`config.mk`:
```
export PLATFORM = sky130hd
export DESIGN_NAME = uart_chan_router
export DESIGN_NICKNAME = d
export VERILOG_FILES = /design/src/rtl/ucr_pkg.sv /design/src/rtl/ucr_route_decode.sv /design/src/rtl/ucr_space_calc.sv /design/src/rtl/ucr_push_gate.sv /design/src/rtl/uart_chan_router.sv
export SDC_FILE = /design/constraint.sdc
export NUM_CORES = 1
export LEC_CHECK = 0
export ABC_AREA = 1
export CORE_ASPECT_RATIO = 2
export CORE_UTILIZATION = 30
export CTS_CLUSTER_DIAMETER = 200
export DETAILED_ROUTE_END_ITERATION = 10
export DONT_BUFFER_PORTS = 1
export HOLD_SLACK_MARGIN = 0.12
export PLACE_DENSITY = 0.47
export SYNTH_ARGS = -nofsm -noshare
export SYNTH_HDL_FRONTEND = slang
export SYNTH_SLANG_ARGS = --single-unit
```
`constraint.sdc`:
```
create_clock -name clk -period 3.72 [get_ports clk]
set_input_delay 0.744 -clock clk [delete_from_list [all_inputs] [get_ports clk]]
set_output_delay 0.744 -clock clk [all_outputs]
set_load 0.01 [all_outputs]
```
`src/rtl/ucr_pkg.sv`:
```
package ucr_pkg;

    typedef enum logic [1:0] {
        CH_NORMAL = 2'd0,
        CH_ECHO   = 2'd1,
        CH_LLOOP  = 2'd2,
        CH_RLOOP  = 2'd3
    } ch_mode_e;

    // Which FIFO each character source reaches in the current mode
    typedef struct packed {
        logic line_to_rx;
        logic line_to_tx;
        logic cpu_to_rx;
        logic cpu_to_tx;
    } route_t;

    localparam int DIR_RX    = 0;
    localparam int DIR_TX    = 1;
    localparam int NUM_DIR   = 2;
    localparam int CAUSE_OVR = 5;

endpackage

```
`src/rtl/ucr_route_decode.sv`:
```
module ucr_route_decode
    import ucr_pkg::*;
(
    input  logic [1:0] mode_sel,
    output route_t     route
);
    always_comb begin
        route = '0;
        case (ch_mode_e'(mode_sel))
            CH_NORMAL: begin
                route.line_to_rx = 1'b1;
                route.cpu_to_tx  = 1'b1;
            end
            CH_ECHO: begin
                route.line_to_rx = 1'b1;
                route.line_to_tx = 1'b1;
            end
            CH_LLOOP: begin
                route.cpu_to_rx  = 1'b1;
            end
            CH_RLOOP: begin
                route.line_to_tx = 1'b1;
            end
            default: route = '0;
        endcase
    end
endmodule

```
`src/rtl/ucr_space_calc.sv`:
```
module ucr_space_calc #(
    parameter int DEPTH = 16,
    parameter int LVL_W = $clog2(DEPTH + 1)
) (
    input  logic             limit_rx,
    input  logic             limit_tx,
    input  logic [LVL_W-1:0] rx_level,
    input  logic [LVL_W-1:0] tx_level,
    output logic [LVL_W-1:0] room
);
    localparam logic [LVL_W-1:0] FULL = LVL_W'(DEPTH);

    logic [LVL_W-1:0] rx_free;
    logic [LVL_W-1:0] tx_free;

    always_comb begin
        rx_free = (rx_level >= FULL) ? '0 : FULL - rx_level;
        tx_free = (tx_level >= FULL) ? '0 : FULL - tx_level;
        room    = FULL;
        if (limit_rx && (rx_free < room)) room = rx_free;
        if (limit_tx && (tx_free < room)) room = tx_free;
    end
endmodule

```
`src/rtl/ucr_push_gate.sv`:
```
module ucr_push_gate #(
    parameter int DEPTH = 16,
    parameter int LVL_W = $clog2(DEPTH + 1)
) (
    input  logic             req,
    input  logic             dir_on,
    input  logic             dir_off,
    input  logic [LVL_W-1:0] level,
    output logic             push,
    output logic             overrun
);
    localparam logic [LVL_W-1:0] FULL = LVL_W'(DEPTH);

    logic live;
    logic full;

    always_comb begin
        live    = req && dir_on && !dir_off;
        full    = (level >= FULL);
        push    = live && !full;
        overrun = live && full;
    end
endmodule

```
`src/rtl/uart_chan_router.sv`:
```
module uart_chan_router
    import ucr_pkg::*;
#(
    parameter  int DATA_W  = 8,
    parameter  int DEPTH   = 16,
    parameter  int CAUSE_W = 13,
    localparam int LVL_W   = $clog2(DEPTH + 1)
) (
    input  logic              clk,
    input  logic              rst_n,
    input  logic [1:0]        mode_sel,
    input  logic              rx_on,
    input  logic              rx_off,
    input  logic              tx_on,
    input  logic              tx_off,
    input  logic              line_valid,
    input  logic [DATA_W-1:0] line_data,
    input  logic              cpu_wr,
    input  logic [DATA_W-1:0] cpu_data,
    input  logic [LVL_W-1:0]  rx_level,
    input  logic [LVL_W-1:0]  tx_level,
    output logic              rxf_push,
    output logic [DATA_W-1:0] rxf_data,
    output logic              txf_push,
    output logic [DATA_W-1:0] txf_data,
    output logic [LVL_W-1:0]  line_room,
    output logic [CAUSE_W-1:0] cause_set
);

    typedef struct packed {
        logic               rx_push;
        logic [DATA_W-1:0]  rx_dat;
        logic               tx_push;
        logic [DATA_W-1:0]  tx_dat;
        logic               held_v;
        logic [DATA_W-1:0]  held_dat;
        logic [CAUSE_W-1:0] cause;
    } state_t;

    state_t st_q, st_d;
    route_t route;

    logic               cpu_req_v;
    logic [DATA_W-1:0]  cpu_req_dat;
    logic               cpu_go;
    logic [NUM_DIR-1:0] dir_req;
    logic [NUM_DIR-1:0] dir_on;
    logic [NUM_DIR-1:0] dir_off;
    logic [LVL_W-1:0]   dir_lvl [NUM_DIR];
    logic [NUM_DIR-1:0] dir_push;
    logic [NUM_DIR-1:0] dir_ovr;

    ucr_route_decode u_route (
        .mode_sel (mode_sel),
        .route    (route)
    );

    ucr_space_calc #(.DEPTH(DEPTH), .LVL_W(LVL_W)) u_space (
        .limit_rx (route.line_to_rx),
        .limit_tx (route.line_to_tx),
        .rx_level (rx_level),
        .tx_level (tx_level),
        .room     (line_room)
    );

    // Arbitration between the line and the CPU for the FIFO write ports
    always_comb begin
        cpu_req_v   = st_q.held_v || cpu_wr;
        cpu_req_dat = st_q.held_v ? st_q.held_dat : cpu_data;
        cpu_go      = cpu_req_v && !line_valid;

        dir_req[DIR_RX] = (line_valid && route.line_to_rx) || (cpu_go && route.cpu_to_rx);
        dir_req[DIR_TX] = (line_valid && route.line_to_tx) || (cpu_go && route.cpu_to_tx);

        dir_on[DIR_RX]  = rx_on;
        dir_off[DIR_RX] = rx_off;
        dir_on[DIR_TX]  = tx_on;
        dir_off[DIR_TX] = tx_off;
        dir_lvl[DIR_RX] = rx_level;
        dir_lvl[DIR_TX] = tx_level;
    end

    for (genvar d = 0; d < NUM_DIR; d++) begin : g_dir
        ucr_push_gate #(.DEPTH(DEPTH), .LVL_W(LVL_W)) u_gate (
            .req     (dir_req[d]),
            .dir_on  (dir_on[d]),
            .dir_off (dir_off[d]),
            .level   (dir_lvl[d]),
            .push    (dir_push[d]),
            .overrun (dir_ovr[d])
        );
    end

    always_comb begin
        st_d         = st_q;
        st_d.rx_push = dir_push[DIR_RX];
        st_d.tx_push = dir_push[DIR_TX];
        if (dir_push[DIR_RX]) st_d.rx_dat = line_valid ? line_data : cpu_req_dat;
        if (dir_push[DIR_TX]) st_d.tx_dat = line_valid ? line_data : cpu_req_dat;

        if (line_valid && cpu_req_v) begin
            st_d.held_v   = 1'b1;
            st_d.held_dat = cpu_req_dat;
        end else if (st_q.held_v && cpu_wr) begin
            st_d.held_v   = 1'b1;
            st_d.held_dat = cpu_data;
        end else begin
            st_d.held_v   = 1'b0;
        end

        st_d.cause            = '0;
        st_d.cause[CAUSE_OVR] = |dir_ovr;
    end

    always_ff @(posedge clk or negedge rst_n) begin
        if (!rst_n) st_q <= '0;
        else        st_q <= st_d;
    end

    assign rxf_push  = st_q.rx_push;
    assign rxf_data  = st_q.rx_dat;
    assign txf_push  = st_q.tx_push;
    assign txf_data  = st_q.tx_dat;
    assign cause_set = st_q.cause;

endmodule

```
**After elaboration in Yosys (flattened, before gate mapping)**

Index checks and enable logic that the tools add are counted.

- Add/sub/neg operators: 2
- $lt $le $gt $ge: 4
- Eq/ne operators: 3
- Multiplexer cells: 13
- Reductions and logical operators: 30

Operators with widths:

| operator | count |
|---|---|
| 2-to-1 mux 8 bit | 3 |
| 2-to-1 mux 5 bit | 4 |
| logical AND 1 bit | 17 |
| >= comparator 5 bit, second input constant | 2 |
| subtractor 5 bit, first input constant | 2 |
| 2-to-1 mux 9 bit | 1 |
| OR reduction 2 bit | 3 |
| zero test 1 bit | 5 |
| less-than comparator 5 bit | 1 |
| less-than comparator 5 bit, second input constant | 1 |
| 2-to-1 mux 1 bit | 5 |
| == test 2 bit, second input constant | 2 |
| logical OR 1 bit | 3 |
| == test 2 x 1 -> 1 bit, second input constant | 1 |
| zero test 2 bit | 1 |
| nonzero test 2 bit | 1 |

- Flip-flop bits (word level): 28
- Bits of input ports: 36
- Output and inout port bits: 36
- Logic and storage cells: 59

**Logic depth before layout (Yosys ltp)**

Gate-level depths: netlist of the first run.

- Depth in word-level cells: 9
- Mapped depth: 17

**By module**

From an unflattened synthesis of the first run, not the netlist that was laid out.

- Cell total of the unflattened synthesis: 306
- Area, all modules: 2135.8 µm²

Modules (own cells, without submodules):

| module | times used | cells an instance | area an instance (µm²) |
|---|---|---|---|
| uart_chan_router | 1 | 207 | 1572.8 |
| ucr_space_calc | 1 | 85 | 495.5 |
| ucr_push_gate | 2 | 5 | 25.0 |
| ucr_route_decode | 1 | 4 | 17.5 |

**Least setup slack after synthesis of the first run**

OpenSTA, ideal clock, no wires.

- Path type: input -> output
- Start: in rx_level[0]
- End: out line_room[0]
- Arrival time: 2943 ps
- Required time: 2976 ps
- Setup slack: 33 ps
- Stages: 15
- Cell sequence: inv_1 ha_1 nor3b_1 ha_1 nand3_1 nand2_1 nor2_1 inv_1 ha_1 nand4_1 nand3_1 a31oi_1 nand2_1 nand2_1 nand2_1

- Word-level cells in the longest chain between the ends: 8
- Elaborated cells on any way between the ends: 9
- Classes of those cells: 1 x add/sub; 3 x order compare; 3 x mux; 2 x reduce/logical

Ends and longest elaborated chain:

| what | RTL line | text |
|---|---|---|
| start, declared | uart_chan_router.sv:20 | `input logic [LVL_W-1:0] rx_level,` |
| subtractor 5 bit or >= comparator 5 bit (tied branches) | ucr_space_calc.sv:17 | `rx_free = (rx_level >= FULL) ? '0 : FULL - rx_level;` |
| 2-to-1 mux 5 bit (*) | ucr_space_calc.sv:17 |  |
| less-than comparator 5 bit | ucr_space_calc.sv:20 | `if (limit_rx && (rx_free < room)) room = rx_free;` |
| logical AND 1 bit | ucr_space_calc.sv:20 |  |
| 2-to-1 mux 5 bit (*) | ucr_space_calc.sv:20 |  |
| less-than comparator 5 bit | ucr_space_calc.sv:21 | `if (limit_tx && (tx_free < room)) room = tx_free;` |
| logical AND 1 bit | ucr_space_calc.sv:21 |  |
| 2-to-1 mux 5 bit (*) | ucr_space_calc.sv:21 |  |
| end, declared | uart_chan_router.sv:26 | `output logic [LVL_W-1:0] line_room,` |

Every way passes the cells marked *; elsewhere a longest branch is shown, timed or not.

**Worst setup path after layout of the first run**

- Start: in rx_level[0]
- End: out line_room[3]

The elaborated chain is that of the path after synthesis.

==> metrics, run 1 <==
status completed; largest net degree at the start of global routing 29; max incr delay on CP 300 ps; TritonCTS Sinks 28; leading cell type in the layout, fill and taps excluded nand2_1; Final Cycle Share 96.7%; Leak Pwr 1.06 nW; Max Cap Violations 0; H-tree levels 1; CP most frequent cell ha_2; DRC viols 0; GRT Util Overall 14.6%; share of cells above drive strength 1 13.0%; critical setup path kind in -> out; yosys warns 0; root buffer cell clkbuf_16; Iter 0 DRT Violations 82; num ports 72; Cell variety after synth 32; CP required 2980 ps; most frequent cells in the layout 71 x nand2_1, 48 x inv_1, 28 x dfrtp_1, 23 x o21ai_0, 12 x conb_1; GRT overflow 0; DIE AREA 0.00719 mm²; initial antenna violation count 0; Post-Syn Area 0.00205 mm²; hpwl dp 4060 µm; Final min period 3600 ps; vias post-DR 1603; relative slew slack 59.4%; Initial Utilization 31.0%; Final Max Tran Viols 0; HP Class in -> async; Worst VDD drop 0.155 mV; first-pass GRT wire length 7660 µm; Antenna diodes 0; Detailed Route WL 4920 µm; Hold-fix buffers, CTS 0; Startpoint Class primary input; register area share after synthesis 34.2%; core area 0.00662 mm²; CP Capture Type output port; clock transition at the registers of the reported paths 70 ps; slew at the pin closest to its max-slew limit 609 ps; CP Cell Sequence inv_1 > ha_2 > nor3b_2 > ha_2 > nand3_2 > nand2_4 > buf_4 > inv_1 > ha_2 > nand4_1 > nand3_2 > a31oi_4 > buf_6 > nand3_1 > nand2_1; Worst Skew 1.76 ps; number of global-route vias before repair 1622; Power Total 0.000898 W; Critical Path Slowest Stage Cell ha_2; final setup vio count 0; synthesized area per cell 7.17 µm²; clock latency on the worst-skew pair 260 ps; clk buf depth 2; achievable clock frequency 278 MHz; detailed-route wire length per cell 13.8 µm; Antenna Nets Post-Route 0; TritonCTS Buffers 3; Nets 315; crit path DAT 2850 ps; R2R Setup Slk 1550 ps; CTS tree built; area grow syn2layout 4.21%; Core Util, Final 32.3%; Syn Inst Count 286; Worst Path Max Fanout 5; R2R cell count 6; Fin. Hold Viols 0; Port-buffer cells 0; pwr/cell area 420 mW/mm²; vias per cell 4.49; Die Wd 60.4 µm; #FFs+latches synth 28; 1st-pass router iterations 4; Row Count 42; GP Congestion 0.808; Vert. Die Dim 119 µm
## worst paths after layout
| check | from | end |
|---|---|---|
| setup / recovery | rx_level[0] | line_room[3] |
| hold / removal | rst_n | txf_data[2] |
| setup reg to reg | st_q[21] | rxf_data[0] |
| hold reg to reg | st_q[13] | st_q[13] |
| max in group asynchronous | rst_n | rxf_data[3] |
| min in group clk | st_q[13] | st_q[13] |
## critical path: cells and delay by family
| kind | cells | cell delay [ps] |
|---|---|---|
| AO/OA/AOI/OAI | 1 | 200 |
| buffers and inverters | 4 | 390 |
| AND/OR/NAND/NOR | 7 | 730 |
| adder cells (fa/ha/maj) | 3 | 780 |
## cell type report
class                           instances  area [µm²]
Fill cell                             773        4490
Timing Repair Buffer                    6        48.8
Clock buffer                            3        75.1
Inverter                               50         188
Sequential cell                        28         701
Tap cell                               88         110
Multi-Input combinational cell        182        1010
## power breakdown
group | internal (W) | total, W | switching, W
Clock | 0.000143 | 0.000243 | 0.0000998
Combinational | 0.0000836 | 0.000213 | 0.000130
Sequential | 0.000372 | 0.000442 | 0.0000692
## per-stage QoR
stage | setup slack (ps) | TNS (ps) | hold WS [ps] | cells | area, µm²
floorplan | 33.2 | 0 | 448 | 297 | 2090
global placement | 9.89 | 0 | 449 | 353 | 1950
detailed placement | -13.6 | -52.3 | 449 | 353 | 1950
CTS | 6.71 | 0 | 165 | 356 | 2030
global route | -36.1 | -143 | 162 | 357 | 2140
finish | 122 | 0 | 169 | 357 | 2140
## routing by layer
metal	track usage [%]	up-vias	share of wire, %
met5	0	-	0
met4	7.67	0	3.7
met3	2.28	11	4.5
met2	28.6	54	59
met1	12.9	719	33
li1	-	819	-
## synthesized netlist by cell type
master,instances,area share [%]
a31oi_1,1,0.31
buf_4,30,11
o21ai_1,8,2.0
a221oi_1,2,0.85
or2_1,1,0.31
buf_6,2,1.1
ha_1,8,4.9
o21ai_2,2,0.85
a21oi_1,2,0.49
nor2_2,1,0.31
o211ai_1,5,1.8
nand2_2,1,0.31
inv_1,49,9.0
nor2_1,11,2.0
nand4_1,2,0.61
mux2i_1,1,0.49
inv_2,1,0.18
nand3b_1,2,0.73
buf_8,2,1.5
or2_0,1,0.31
nand2_1,76,14
xnor2_1,1,0.43
dfrtp_1,28,34
clkbuf_1,3,0.55
o21ai_0,23,5.6
a22o_1,1,0.43
conb_1,1,0.18
nand3_1,11,2.7
nor3b_1,1,0.37
nor3_1,5,1.2
a21oi_2,2,0.85
and2_1,2,0.61
## state kept, by name, indices dropped and copies added (netlist names)
register   cells
st_q           9
rxf_data       8
txf_data       8
cause_set      1
rxf_push       1
txf_push       1
## what timing repair did
item / 4_1_cts / 5_1_grt
setup buffers: 0 / 1
pin swaps: 0 / 6
setup endpoints to repair: 4 / 5
gates resized for setup: 1 / 24
## kinds of logic after synthesis
group,Yosys count,share of synthesized area [%]
compound gates,46,13.2
xor+xnor,1,0.427
fa+ha+maj,8,4.88
buf+inv,87,23.3
flops,28,34.2
mux,1,0.488
other cells,1,0.183
simple gates,114,23.4
Note: power is estimated with default switching activity, not from simulation.
==> run 2: changes to the inputs <==
Settings changed: CTS_BUF_LIST set to sky130_fd_sc_hd__clkbuf_8, RECOVER_POWER set to 25.
==> metrics, run 2 (synthesis gave the netlist of run 1 again) <==
most frequent cells in the layout 71 x nand2_1, 48 x inv_1, 28 x dfrtp_1, 23 x o21ai_0, 12 x conb_1; CP required 2980 ps; FF/Latch Area 701 µm²; max reg flops 9; number of global-route vias before repair 1621; num ports 72; root buffer cell clkbuf_8; routed wl met3 209 µm; Initial Utilization 31.0%; Hold-fix buffers, CTS 0; first-pass GRT wire length 7650 µm; HP Class in -> async; Top delay family on crit path simple AND/OR/NAND/NOR gates; H-tree levels 1; Buf/Inv on CP 3; Biggest register st_q; Row Count 42; Worst Skew 2.33 ps; final setup vio count 0; TritonCTS Buffers 3; cell depth of the worst setup path 15; GP Congestion 0.808; Hold WS 156 ps; DIE AREA 0.00719 mm²; hpwl dp 4060 µm; routed wl met2 2890 µm; max layer used met4; pwr/cell area 389 mW/mm²; initial antenna violation count 0; vias post-DR 1613; Nets 315; Max Cap Violations 0; max incr delay on CP 300 ps; clk buf depth 2; largest net degree at the start of global routing 29; detailed-route wire length per cell 13.8 µm; vias per cell 4.52; leading cell type in the layout, fill and taps excluded nand2_1; relative slew slack 59.2%; 1st-pass router iterations 4; TritonCTS Sinks 28; core area 0.00662 mm²; GRT Util Overall 14.4%; Antenna Nets Post-Route 0; DRC viols 0; Core Util, Final 31.7%; critical setup path kind in -> out; fill cell count 775; R2R cell count 6; achievable clock frequency 278 MHz; R2R Setup Slk 1560 ps; setup TNS 0 ps; Final min period 3600 ps; Fin. Hold Viols 0; clock latency on the worst-skew pair 270 ps; area grow syn2layout 2.56%; Critical Path Slowest Stage Cell ha_2; crit path DAT 2860 ps; status completed; Worst VDD drop 0.130 mV; Detailed Route WL 4920 µm; slew at the pin closest to its max-slew limit 612 ps; CP Cell Sequence inv_1 > ha_2 > nor3b_2 > ha_2 > nand3_2 > nand2_4 > nor2_4 > inv_1 > ha_1 > nand4_1 > nand3_2 > a31oi_4 > buf_6 > nand3_1 > nand2_1; Final Cycle Share 96.8%; Iter 0 DRT Violations 65; Antenna diodes 0; wl on met1 1640 µm; Multi-input gate area 0.00101 mm²; Vert. Die Dim 119 µm; Startpoint Class primary input; CP Capture Type output port; Final Max Tran Viols 0; Leak Pwr 1.04 nW; Die Wd 60.4 µm; GRT overflow 0; share of cells above drive strength 1 13.0%; Port-buffer cells 0; clock transition at the registers of the reported paths 90 ps; CTS tree built; Worst Path Max Fanout 5
[run 2: cell counts in the layout (fill, tap and decap cells not counted)]
Identical to the previous run, type by type.
[run 2: worst register-to-register path, stage by stage (launching register included)]
cell and delay (ps):
dfrtp_1 710, o21ai_1 160, or2_0 240, a21oi_2 210
and2_1 560, nand2_1 100, o21ai_1 100
[run 2: layout make-up]
cell class / count / share of cell area [%]
clock buffers: 3 / 1.96
inverters: 50 / 8.93
multi-input cells: 182 / 48.2
flip-flops and latches: 28 / 33.3
well taps: 88 / 5.24
repair buffers: 6 / 2.32
[run 2: path summary, 6_finish.rpt]
check                            start           end
setup / recovery           rx_level[0]  line_room[3]
hold / removal                   rst_n      txf_push
setup reg to reg              st_q[21]   rxf_data[0]
hold reg to reg               st_q[13]      st_q[13]
max in group asynchronous        rst_n      rxf_push
min in group clk              st_q[13]      st_q[13]
[run 2: routing by layer]
metal  GRT usage [%]  vias up
li1                -      820
met5               0        -
met1            13.0      726
met3            1.95       11
met2            28.6       56
met4            6.82        0
[run 2: metrics by stage]
stage / total power, W / instance area (µm²) / instances / worst slack (ps)
3_3_place_gp: 0.000640 / 1950 / 353 / 9.89
2_1_floorplan: 0.000671 / 2090 / 297 / 33.2
3_5_place_dp: 0.000644 / 1950 / 353 / -13.6
6_report: 0.000817 / 2100 / 357 / 120
4_1_cts: 0.000809 / 2000 / 356 / 6.71
5_1_grt: 0.000877 / 2100 / 357 / -36.1
[run 2: repair_timing]
action                                  CTS  global route
gates cloned                              0             0
endpoints found under the setup margin    4             5
pin swaps                                 0             6
setup buffers                             0             1
resized for setup                         1            24
[run 2: report_power, final]
part           internal [W]  switching [W]
combinational     0.0000836       0.000131
sequential         0.000372      0.0000694
clock             0.0000726      0.0000889
==> run 3: changes to the inputs <==
Settings changed: CORE_ASPECT_RATIO 2 to 0.6.
==> metrics, run 3 (synthesis gave the netlist of run 1 again) <==
Die Wd 109 µm; hpwl dp 3830 µm; post-route setup slack 132 ps; initial antenna violation count 0; pwr/cell area 416 mW/mm²; DRC viols 0; vias per cell 4.58; number of global-route vias before repair 1448; Fin. Hold Viols 0; CP Capture Type output port; setup TNS 0 ps; max reg flops 9; Hold WS 511 ps; TritonCTS Buffers 3; GRT Util Overall 14.4%; Antenna diodes 0; vias post-DR 1654; Final Max Tran Viols 0; share of cells above drive strength 1 14.8%; DIE AREA 0.00718 mm²; Multi-input gate area 0.00104 mm²; Leak Pwr 1.09 nW; Worst VDD drop 0.196 mV; status completed; final setup vio count 0; Worst Skew 5.59 ps; Iter 0 DRT Violations 77; num ports 72; clk buf depth 2; leading cell type in the layout, fill and taps excluded nand2_1; CP required 2980 ps; clock latency on the worst-skew pair 290 ps; Startpoint Class primary input; Row Count 22; Power Total 0.000919 W; Biggest register st_q; Antenna Nets Post-Route 0; Core Util, Final 34.7%; core area 0.00636 mm²; Port-buffer cells 0; detailed-route wire length per cell 13.9 µm; TritonCTS Sinks 28; GRT overflow 0; area grow syn2layout 7.69%; Final min period 3590 ps; CTS tree built; fill cell count 689; H-tree levels 1; FF/Latch Area 701 µm²; relative slew slack 50.6%; Final Cycle Share 96.5%; most frequent cells in the layout 72 x nand2_1, 47 x inv_1, 28 x dfrtp_1, 23 x o21ai_0, 12 x conb_1; crit path DAT 2840 ps; first-pass GRT wire length 7660 µm; 1st-pass router iterations 4; Nets 322; Vert. Die Dim 66.0 µm; HP Class reg -> reg; Worst Path Max Fanout 5; Initial Utilization 32.2%; critical setup path kind in -> out; pre-CTS setup slack -42.4 ps; Max Cap Violations 0; slew at the pin closest to its max-slew limit 739 ps; R2R Setup Slk 1650 ps; GP Congestion 0.801; clock transition at the registers of the reported paths 90 ps; Detailed Route WL 5020 µm; root buffer cell clkbuf_8; achievable clock frequency 279 MHz; largest net degree at the start of global routing 19
## run 3: path summary, 6_finish.rpt
check	from	to	cells after the start
worst max-delay path	rx_level[0]	line_room[2]	17
min in group asynchronous	rst_n	st_q[17]	1
worst min register to register	st_q[13]	st_q[13]	2
worst max register to register	st_q[21]	rxf_data[2]	6
max in group asynchronous	rst_n	rxf_data[6]	1
worst min-delay path	st_q[13]	st_q[13]	2
## run 3: where the power goes
group / total (W) / internal (W) / switching (W)
combinational: 0.000232 / 0.0000907 / 0.000141
clock: 0.000246 / 0.000145 / 0.000102
sequential: 0.000441 / 0.000372 / 0.0000692
total: 0.000919 / 0.000607 / 0.000312
## run 3: layout make-up
class                      count  share of cell area (%)
tap                           84                    4.76
sequential                    28                    31.7
multi-input combinational    182                    47.0
clock inverter                 1                    1.36
timing repair buffer          13                    4.76
clock buffer                   3                    1.87
inverter                      50                    8.50
## run 3: what timing repair did
| action | CTS | global route |
|---|---|---|
| gates resized for setup | 2 | 24 |
| buffers inserted | 0 | 1 |
| endpoints found under the hold margin | 16 | 10 |
| endpoints found under the setup margin | 5 | 5 |
| hold buffers | 1 | 2 |
| pin swaps | 0 | 6 |
## run 3: metrics by stage
| stage | instance area [µm²] | instances |
|---|---|---|
| after floorplan | 2090 | 297 |
| after global placement | 1970 | 353 |
| after detailed placement | 1970 | 353 |
| after CTS | 2060 | 358 |
| after global routing | 2210 | 361 |
| final | 2210 | 361 |
## run 3: layer usage
layer | vias up | track usage, % | part of all wire, %
met4 | 0 | 2.03 | 0.22
met3 | 2 | 5.91 | 8.3
li1 | 837 | - | -
met1 | 762 | 22.1 | 53
met2 | 53 | 18.2 | 38
met5 | - | 0 | 0
## run 3: worst max-delay path, stage by stage
cell     delay [ps]
inv_1            30
ha_2            170
nor3b_4         150
ha_4            150
inv_2            70
nand2_1          90
inv_2            80
nand3_1          90
nor2_2          170
inv_1           100
ha_4            250
nand4_1          90
nand3_1          80
a31oi_2         200
buf_4           170
nand3_1         100
nand2_2         100
